$ cat src/rtl/cov_pkg.sv
package cov_pkg;
  localparam int GRP_W = 3;
  localparam int N_GRP = 2;
  localparam int CTL_W = GRP_W * N_GRP;
  localparam int GRP_NS = 0;
  localparam int GRP_S  = 1;

  typedef enum logic [1:0] {
    ATTR_NC  = 2'b00,
    ATTR_WT  = 2'b01,
    ATTR_WB  = 2'b10,
    ATTR_RSV = 2'b11
  } mem_attr_e;

  // member order fixes bit order: wt is the top bit of a group
  typedef struct packed {
    logic wt_force;
    logic ifill_off;
    logic dfill_off;
  } grp_t;
endpackage

$ cat src/rtl/cov_decode.sv
module cov_decode #(
  parameter int OP1_W = 3,
  parameter int CRN_W = 4,
  parameter int CRM_W = 4,
  parameter int OP2_W = 3,
  parameter logic [OP1_W-1:0] OP1_SEL = '0,
  parameter logic [CRN_W-1:0] CRN_SEL = 4'd9,
  parameter logic [CRM_W-1:0] CRM_SEL = 4'd8,
  parameter logic [OP2_W-1:0] OP2_SEL = '0
) (
  input  logic             clk,
  input  logic             rst_n,
  input  logic             acc_valid,
  input  logic             acc_write,
  input  logic [OP1_W-1:0] acc_op1,
  input  logic [CRN_W-1:0] acc_crn,
  input  logic [CRM_W-1:0] acc_crm,
  input  logic [OP2_W-1:0] acc_op2,
  input  logic             acc_secure,
  input  logic             acc_priv,
  output logic             hit,
  output logic             undef,
  output logic             rd_en,
  output logic             wen_ns,
  output logic             wen_s
);
  logic allowed;

  always_comb begin
    hit     = acc_valid && (acc_op1 == OP1_SEL) && (acc_crn == CRN_SEL)
              && (acc_crm == CRM_SEL) && (acc_op2 == OP2_SEL);
    undef   = hit && !acc_priv;
    allowed = hit && acc_priv;
    rd_en   = allowed && !acc_write;
    wen_ns  = allowed && acc_write;
    wen_s   = allowed && acc_write && acc_secure;
  end


  undef_no_write_chk: assert property (@(posedge clk) disable iff (!rst_n)
    undef |-> !(wen_ns || wen_s || rd_en));


  ns_no_secure_write_chk: assert property (@(posedge clk) disable iff (!rst_n)
    !acc_secure |-> !wen_s);
endmodule

$ cat src/rtl/cov_store.sv
module cov_store
  import cov_pkg::*;
#(
  parameter int DATA_W = 32
) (
  input  logic              clk,
  input  logic              rst_n,
  input  logic [N_GRP-1:0]  wen,
  input  logic [DATA_W-1:0] wdata,
  output logic [CTL_W-1:0]  ctl_q
);
  logic unused_hi;
  assign unused_hi = ^wdata[DATA_W-1:CTL_W];

  for (genvar g = 0; g < N_GRP; g++) begin : g_grp
    logic [GRP_W-1:0] q;
    always_ff @(posedge clk or negedge rst_n) begin
      if (!rst_n)      q <= '0;
      else if (wen[g]) q <= wdata[g*GRP_W +: GRP_W];
    end
    assign ctl_q[g*GRP_W +: GRP_W] = q;
  end
endmodule

$ cat src/rtl/cov_policy.sv
module cov_policy
  import cov_pkg::*;
(
  input  logic             clk,
  input  logic             rst_n,
  input  logic [CTL_W-1:0] ctl_q,
  input  logic             i_secure,
  input  logic             i_miss,
  input  logic             d_secure,
  input  mem_attr_e        d_attr,
  input  logic             d_miss,
  output logic             i_fill_block,
  output mem_attr_e        d_attr_eff,
  output logic             d_fill_block
);
  grp_t ig, dg;
  logic d_cacheable;

  always_comb begin
    ig = i_secure ? grp_t'(ctl_q[GRP_S*GRP_W +: GRP_W])
                  : grp_t'(ctl_q[GRP_NS*GRP_W +: GRP_W]);
    dg = d_secure ? grp_t'(ctl_q[GRP_S*GRP_W +: GRP_W])
                  : grp_t'(ctl_q[GRP_NS*GRP_W +: GRP_W]);
    d_cacheable  = (d_attr == ATTR_WT) || (d_attr == ATTR_WB);
    d_attr_eff   = (d_attr == ATTR_WB && dg.wt_force) ? ATTR_WT : d_attr;
    d_fill_block = d_miss && d_cacheable && dg.dfill_off;
    i_fill_block = i_miss && ig.ifill_off;
  end


  non_wb_passthru_chk: assert property (@(posedge clk) disable iff (!rst_n)
    (d_attr != ATTR_WB) |-> (d_attr_eff == d_attr));


  wb_only_to_wt_chk: assert property (@(posedge clk) disable iff (!rst_n)
    (d_attr == ATTR_WB) |-> (d_attr_eff inside {ATTR_WB, ATTR_WT}));


  ifill_miss_only_chk: assert property (@(posedge clk) disable iff (!rst_n)
    i_fill_block |-> i_miss);


  dfill_miss_only_chk: assert property (@(posedge clk) disable iff (!rst_n)
    d_fill_block |-> (d_miss && d_attr != ATTR_NC));
endmodule

$ cat src/rtl/cache_ovr_ctl.sv
module cache_ovr_ctl
  import cov_pkg::*;
#(
  parameter int DATA_W = 32
) (
  input  logic              clk,
  input  logic              rst_n,
  input  logic              acc_valid,
  input  logic              acc_write,
  input  logic [2:0]        acc_op1,
  input  logic [3:0]        acc_crn,
  input  logic [3:0]        acc_crm,
  input  logic [2:0]        acc_op2,
  input  logic              acc_secure,
  input  logic              acc_priv,
  input  logic [DATA_W-1:0] acc_wdata,
  output logic              acc_hit,
  output logic [DATA_W-1:0] acc_rdata,
  output logic              acc_undef,
  input  logic              i_secure,
  input  logic              i_miss,
  output logic              i_fill_block,
  input  logic              d_secure,
  input  logic [1:0]        d_attr,
  input  logic              d_miss,
  output logic [1:0]        d_attr_eff,
  output logic              d_fill_block
);
  logic             rd_en, wen_ns, wen_s;
  logic [N_GRP-1:0] wen;
  logic [CTL_W-1:0] ctl_q;
  logic [CTL_W-1:0] vis;
  mem_attr_e        eff;

  cov_decode u_dec (
    .clk(clk), .rst_n(rst_n),
    .acc_valid(acc_valid), .acc_write(acc_write),
    .acc_op1(acc_op1), .acc_crn(acc_crn), .acc_crm(acc_crm), .acc_op2(acc_op2),
    .acc_secure(acc_secure), .acc_priv(acc_priv),
    .hit(acc_hit), .undef(acc_undef), .rd_en(rd_en),
    .wen_ns(wen_ns), .wen_s(wen_s)
  );

  always_comb begin
    wen         = '0;
    wen[GRP_NS] = wen_ns;
    wen[GRP_S]  = wen_s;
  end

  cov_store #(.DATA_W(DATA_W)) u_store (
    .clk(clk), .rst_n(rst_n), .wen(wen), .wdata(acc_wdata), .ctl_q(ctl_q)
  );

  always_comb begin
    vis = ctl_q;
    if (!acc_secure) vis[GRP_S*GRP_W +: GRP_W] = '0;
    acc_rdata = '0;
    if (rd_en) acc_rdata[CTL_W-1:0] = vis;
  end

  cov_policy u_pol (
    .clk(clk), .rst_n(rst_n), .ctl_q(ctl_q),
    .i_secure(i_secure), .i_miss(i_miss),
    .d_secure(d_secure), .d_attr(mem_attr_e'(d_attr)), .d_miss(d_miss),
    .i_fill_block(i_fill_block), .d_attr_eff(eff), .d_fill_block(d_fill_block)
  );
  assign d_attr_eff = eff;


  undef_state_hold_chk: assert property (@(posedge clk) disable iff (!rst_n)
    acc_undef |=> $stable(ctl_q));


  undef_zero_data_chk: assert property (@(posedge clk) disable iff (!rst_n)
    acc_undef |-> (acc_rdata == '0));


  miss_state_hold_chk: assert property (@(posedge clk) disable iff (!rst_n)
    !acc_hit |=> $stable(ctl_q));


  miss_zero_data_chk: assert property (@(posedge clk) disable iff (!rst_n)
    !acc_hit |-> (acc_rdata == '0 && !acc_undef));


  ns_write_keeps_s_chk: assert property (@(posedge clk) disable iff (!rst_n)
    (acc_hit && acc_priv && acc_write && !acc_secure)
      |=> $stable(ctl_q[GRP_S*GRP_W +: GRP_W]));


  ns_read_mask_chk: assert property (@(posedge clk) disable iff (!rst_n)
    !acc_secure |-> (acc_rdata[GRP_S*GRP_W +: GRP_W] == '0));
endmodule

$ cat config.mk
export PLATFORM = sky130hd
export DESIGN_NAME = cache_ovr_ctl
export DESIGN_NICKNAME = d
export VERILOG_FILES = /design/src/rtl/cov_pkg.sv /design/src/rtl/cov_decode.sv /design/src/rtl/cov_store.sv /design/src/rtl/cov_policy.sv /design/src/rtl/cache_ovr_ctl.sv
export SDC_FILE = /design/constraint.sdc
export NUM_CORES = 1
export LEC_CHECK = 0
export BUFFER_PORTS_ARGS = -buffer_cell sky130_fd_sc_hd__buf_2
export CORE_MARGIN = 4
export CORE_UTILIZATION = 31
export CTS_CLUSTER_DIAMETER = 30
export DETAILED_ROUTE_END_ITERATION = 10
export PLACE_DENSITY = 0.84
export SLEW_MARGIN = 20
export SYNTH_ARGS = -nofsm -noshare
export SYNTH_HDL_FRONTEND = slang
export SYNTH_SLANG_ARGS = --single-unit
$ cat constraint.sdc
create_clock -name clk -period 1.8 [get_ports clk]
set_input_delay 0.18 -clock clk [delete_from_list [all_inputs] [get_ports clk]]
set_output_delay 0.18 -clock clk [all_outputs]
set_load 0.005 [all_outputs]
==> results of run 1 <==
==> layer usage <==
metal	global-route usage [%]	up-vias	routed length, um
met3	4.71	5	248
met5	0	-	0
met2	20.4	43	820
li1	-	268	-
met4	6.38	0	37
met1	8.96	235	447
==> repair_timing <==
item                                    4_1_cts  5_1_grt
hold buffers                                  1        0
hold endpoints to repair                      6        0
endpoints found under the setup margin        0        0
==> through the flow <==
stage / hold WS [ns] / cell area, sq um
2_1_floorplan: -0.116 / 743
3_3_place_gp: 0.00293 / 797
3_5_place_dp: 0.0104 / 797
4_1_cts: 0.164 / 830
5_1_grt: 0.158 / 830
6_report: 0.167 / 830
==> cells in the final DEF (no fill, tap or decap), types with 3 or more instances in the layout <==
cell	n
nand2_1	3
mux2_2	4
mux2_4	3
nor4b_2	3
clkbuf_4	3
dfrtp_1	6
buf_2	43
and3_1	3
and2_1	4
conb_1	26
==> power groups by stage <==
stage | sequential [mW] | combinational, mW | clock [mW]
6_report | 0.135 | 0.0699 | 0.125
5_1_grt | 0.135 | 0.0807 | 0.141
4_1_cts | 0.135 | 0.0688 | 0.129
3_5_place_dp | 0.137 | 0.0670 | 0
3_3_place_gp | 0.137 | 0.0646 | 0
2_1_floorplan | 0.137 | 0.0648 | 0
==> logic make-up (layout without fill, tap and decap cells) <==
family                     count (synthesis)  count (layout)  share of synthesized area (%)
other                                      1              26                          0.577
DFF                                        6               6                           23.1
adders and majority gates                  1               1                           1.93
buffers and inverters                     28              49                           31.2
and+or+nand+nor                           23              23                           26.2
muxes                                      9               9                           17.0
==> final cells by class <==
class	instances	area [sq um]	share of cell area [%]
well taps	27	33.8	4.07
multi-input cells	59	390	47.1
repair buffers	44	225	27.1
clock buffers	3	22.5	2.71
inverters	2	7.51	0.905
flip-flops and latches	6	150	18.1
==> how the worst min path moves through the flow <==
stage,from,end,slack (ns)
4_1_cts,acc_wdata[0],u_store.g_grp[0].q[0],0.16
3_5_place_dp,rst_n,u_store.g_grp[0].q[0],0.01
6_report,acc_wdata[1],u_store.g_grp[0].q[1],0.17
5_1_grt,acc_wdata[0],u_store.g_grp[0].q[0],0.16
2_1_floorplan,rst_n,u_store.g_grp[0].q[0],-0.12
3_3_place_gp,rst_n,u_store.g_grp[0].q[2],0.003
==> critical path, stage by stage <==
cell	delay, ns
buf_2	0.10
nor4bb_1	0.31
nand4_1	0.21
nor2_1	0.27
and3_1	0.20
buf_2	0.11
==> results.ini, run 1 <==
[sta]
finClkSkew_ns=0
slew_violations=0
clock.fmax_ghz=0.639
hold_viol_final=0
fin_crit_sh_pct=87.0
rsz0062_at_grt=no
finalWorstSetupSlack_ns=0.234
min_period_ns=1.57
setup_viol=0
setup_tns_ns=0

[worst_setup_path]
crit_path_max_fanout=6
cp.required_ns=1.62
crit_end=acc_rdata[3]
cp-start-kind=input port
r2r_slack_ns=1.03
rr_endpoint=u_store.g_grp[0].q[0]
cp.arrival_ns=1.39
critPathLaunch=acc_crn[1]
rr_startpoint=u_store.g_grp[0].q[0]
ff2ff_path_depth=1
critPathKind=in -> out
setup.worst_path.end_class=output port

[place]
post-dp-hpwl_um=1460
dp.cells=137
place.gp.congestion=0.692
portBuffers=43
pre_cts_slack_ns=0.239

[clock_tree]
clock_sinks=6
clock_path_buffers=2
ctsResizeCount=0
worstSkewPairLatency_ns=0.24
cts_tree=built
cts_max_level=1
cts_setup_buffers=0
clk_root_buffer_cell=clkbuf_4
clkTransAtPathRegs_ns=0.05
cts_buffers=3

[drt]
first_pass_iters=2
viasPerCell=3.91
drt_iter0_drc=4
drc_errors=0
wire_per_inst_um=11.0
detail-route-antenna-nets=0
via_count=551
routed_wl_um=1550

[power_and_ir_drop]
internal_power_mw=0.246
p_clk_share_pct=37.8
switchingPower_mw=0.0841
p_leak_nw=0.512
seqPwrFrac_pct=41.1
power_frac_comb_pct=21.2
finalPower_mw=0.330
ir_worst_vdd_v=0.000171
p_per_area_mw_per_mm2=398
switching_share_pct=25.5

[global_routing]
grt_overflow=0
grt_pass1_wl_um=2150
track_usage_pct=10.7
grt_max_degree=7
antenna_found_initial=0
grt_pass1_vias=520

[synth]
synth_common_cells=buf_4 (26), dfrtp_1 (6), and2_1 (4), mux2_2 (4)
async_flop_share_pct=100
ys.flop_type=dfrtp_1
synth-seq-area-share_pct=23.1
synthesis.area_sq_um=649
synthTopCellsByArea=buf_4 (30%), dfrtp_1 (23%), mux2_2 (6.9%)
ys_ff_latch=6
synth_cell_type_count=19
synth_edf_count=0
netlist_instances=68
yosysMostFrequentCell=buf_4
synth.largest_area_cell=buf_4
yosysWarningCount=0
synth.avg_cell_area_sq_um=9.55
synth_top_area_share_pct=30.1

[outcome]
outcome=finished, final reports clean

[floorplan]
start_util_pct=32.8
die_y_um=53.8
rows=16
fp.dieW_um=53.8
ioPinCount=96
dieArea_sq_mm=0.00289
coreArea_sq_mm=0.00198

[layout]
largest_register_ffs=6
syn2layout_area_growth_pct=27.7
drive_above_1_share_pct=50.9
antenna_cells=0
fillers=211
final_util_pct=41.9
reg.largest.list=u_store.g_grp.q x6
instances_no_fill=141
regMostFlops=u_store.g_grp.q
layout.nets=175

[run]
maxCapViolCount=0

[min_path]
hold_depth=2
hold_class=in -> reg

Note: power is estimated with default switching activity, not from simulation.
==> run 2: changes to the inputs <==
--- a/config.mk
+++ b/config.mk
@@ -10,7 +10,7 @@
 export CORE_UTILIZATION = 31
 export CTS_CLUSTER_DIAMETER = 30
 export DETAILED_ROUTE_END_ITERATION = 10
-export PLACE_DENSITY = 0.84
+export PLACE_DENSITY = 0.91
 export SLEW_MARGIN = 20
 export SYNTH_ARGS = -nofsm -noshare
 export SYNTH_HDL_FRONTEND = slang
==> run 2 against run 1 <==
Net effect: setup slack improved by 0.014 ns; sequential share of layout area did not move; total power down 1.6%; via count increased by 3.3%; clock skew is the same; combinational power rose by 0.9%; critical path type unchanged; fmax rose by 0.88%.
==> results.ini, run 2 (synthesis gave the netlist of run 1 again) <==
[layout]
final_util_pct=41.9  ; unchanged
antenna_cells=0  ; unchanged
final-seq-area_sq_um=150  ; unchanged
instances_no_fill=141  ; unchanged
layout_common_cells=buf_2 (43), conb_1 (26), dfrtp_1 (6)
largest_register_ffs=6  ; unchanged
drive_above_1_share_pct=50.9  ; unchanged
regMostFlops=u_store.g_grp.q
fillers=210  ; -0.47%
multiInputGateArea_sq_um=390  ; unchanged
postLayoutCellArea_sq_um=830  ; unchanged
mostFrequentLayoutCell=buf_2
layout.nets=175  ; unchanged
syn2layout_area_growth_pct=27.7  ; unchanged
reg.largest.list=u_store.g_grp.q x6

[global_routing]
antenna_found_initial=0  ; unchanged
track_usage_pct=10.7  ; -0.027 points
grt_pass1_wl_um=2210  ; +2.9%
grt_pass1_vias=542  ; +4.2%
grt_overflow=0  ; unchanged
grt_max_degree=7  ; unchanged

[sta]
finalWorstSetupSlack_ns=0.248  ; +0.0137 ns
hold_viol_final=0  ; unchanged
rsz0062_at_grt=no
min_period_ns=1.55  ; -0.0137 ns
setup_viol=0  ; unchanged
fin_crit_sh_pct=86.2  ; -0.76 points
setup_tns_ns=0  ; unchanged
slew_violations=0  ; unchanged
finClkSkew_ns=0  ; unchanged
clock.fmax_ghz=0.644  ; +0.88%

[worst_setup_path]
slowest_stage=nor4b_2
critPathKind=in -> out
cp-start-kind=input port
crit_family=simple AND/OR/NAND/NOR gates
crit_path_max_fanout=6  ; unchanged
worstPathCellList=buf_2 > nor4b_2 > nand4_1 > nor2_1 > and3_1 > buf_2
cpPeakStageDelay_ns=0.31  ; about the same
cp.arrival_ns=1.37  ; -0.02 ns
cp_common_cell=buf_2
cp.required_ns=1.62  ; about the same
critPathBufInv=2  ; unchanged
setup.worst_path.end_class=output port

[drt]
first_pass_iters=2  ; unchanged
wire_per_inst_um=10.9  ; -1.2%
viasPerCell=4.04  ; +3.3%
via_count=569  ; +3.3%
drc_errors=0  ; unchanged
detail-route-antenna-nets=0  ; unchanged
routed_wl_um=1530  ; -1.2%
drt_iter0_drc=1  ; -3

[outcome]
outcome=finished, final reports clean

[clock_tree]
clk_root_buffer_cell=clkbuf_4
cts_tree=built
clock_path_buffers=2  ; unchanged
cts_buffers=3  ; unchanged
ctsResizeCount=0  ; unchanged
worstSkewPairLatency_ns=0.24  ; about the same
cts_max_level=1  ; unchanged
clock_sinks=6  ; unchanged
clkTransAtPathRegs_ns=0.04  ; about the same

[place]
pre_cts_slack_ns=0.249  ; +0.00953 ns
placement.cell_area_sq_um=797  ; unchanged
portBuffers=43  ; unchanged
place.gp.congestion=0.705  ; +2.0%
dp.cells=137  ; unchanged
post-dp-hpwl_um=1420  ; -2.5%

[floorplan]
dieArea_sq_mm=0.00289  ; unchanged
start_util_pct=32.8  ; unchanged
coreArea_sq_mm=0.00198  ; unchanged
fp.dieW_um=53.8  ; unchanged
ioPinCount=96  ; unchanged
rows=16  ; unchanged
die_y_um=53.8  ; unchanged

[run]
maxCapViolCount=0  ; unchanged

[power_and_ir_drop]
p_leak_nw=0.512  ; unchanged
ir_worst_vdd_v=0.000132  ; -23%
p_per_area_mw_per_mm2=391  ; -1.6%

[min_path]
hold_class=in -> reg

==> run 2: what timing repair did <==
action,4_1_cts,5_1_grt
setup buffers,0,0
hold buffers,1,0
hold endpoints to repair,6,0
==> run 2: worst paths after layout <==
kind                                       startpoint                     to  slack, ns  cells past startpoint
worst max-delay path                       acc_op1[1]           acc_rdata[3]       0.25                      6
worst max register to register  u_store.g_grp[0].q[1]  u_store.g_grp[0].q[1]       1.02                      1
worst min register to register  u_store.g_grp[1].q[2]  u_store.g_grp[1].q[2]       0.53                      1
max in group asynchronous                       rst_n  u_store.g_grp[1].q[0]       1.35                      2
min in group asynchronous                       rst_n  u_store.g_grp[0].q[0]       0.31                      2
worst min-delay path                     acc_wdata[5]  u_store.g_grp[1].q[2]       0.17                      2
==> run 2: cell type report <==
cell class / instances / share of cell area [%]
clock buffers: 3 / 2.71
inverters: 2 / 0.905
multi-input cells: 59 / 47.1
flip-flops and latches: 6 / 18.1
well taps: 27 / 4.07
repair buffers: 44 / 27.1
==> run 2: stage by stage <==
stage | hold WS [ns] | total power [mW]
finish | 0.175 | 0.324
global route | 0.171 | 0.346
CTS | 0.168 | 0.329
detailed placement | 0.00860 | 0.205
global placement | 0.00319 | 0.202
floorplan | -0.116 | 0.202
==> run 2: routing by layer <==
layer / GRT usage, % / share of wire, % / up-vias
met5: 0 / 0 / -
met4: 3.40 / 0 / 0
met3: 5.54 / 16 / 0
met2: 21.8 / 53 / 38
met1: 8.36 / 31 / 257
li1: - / - / 274
==> run 2: power by group <==
group	switching, mW	leakage, nW	internal, mW
Clock	0.0434	0.0138	0.0751
Combinational	0.0356	0.414	0.0349
Sequential	0.0000290	0.0839	0.135
Total	0.0790	0.512	0.245
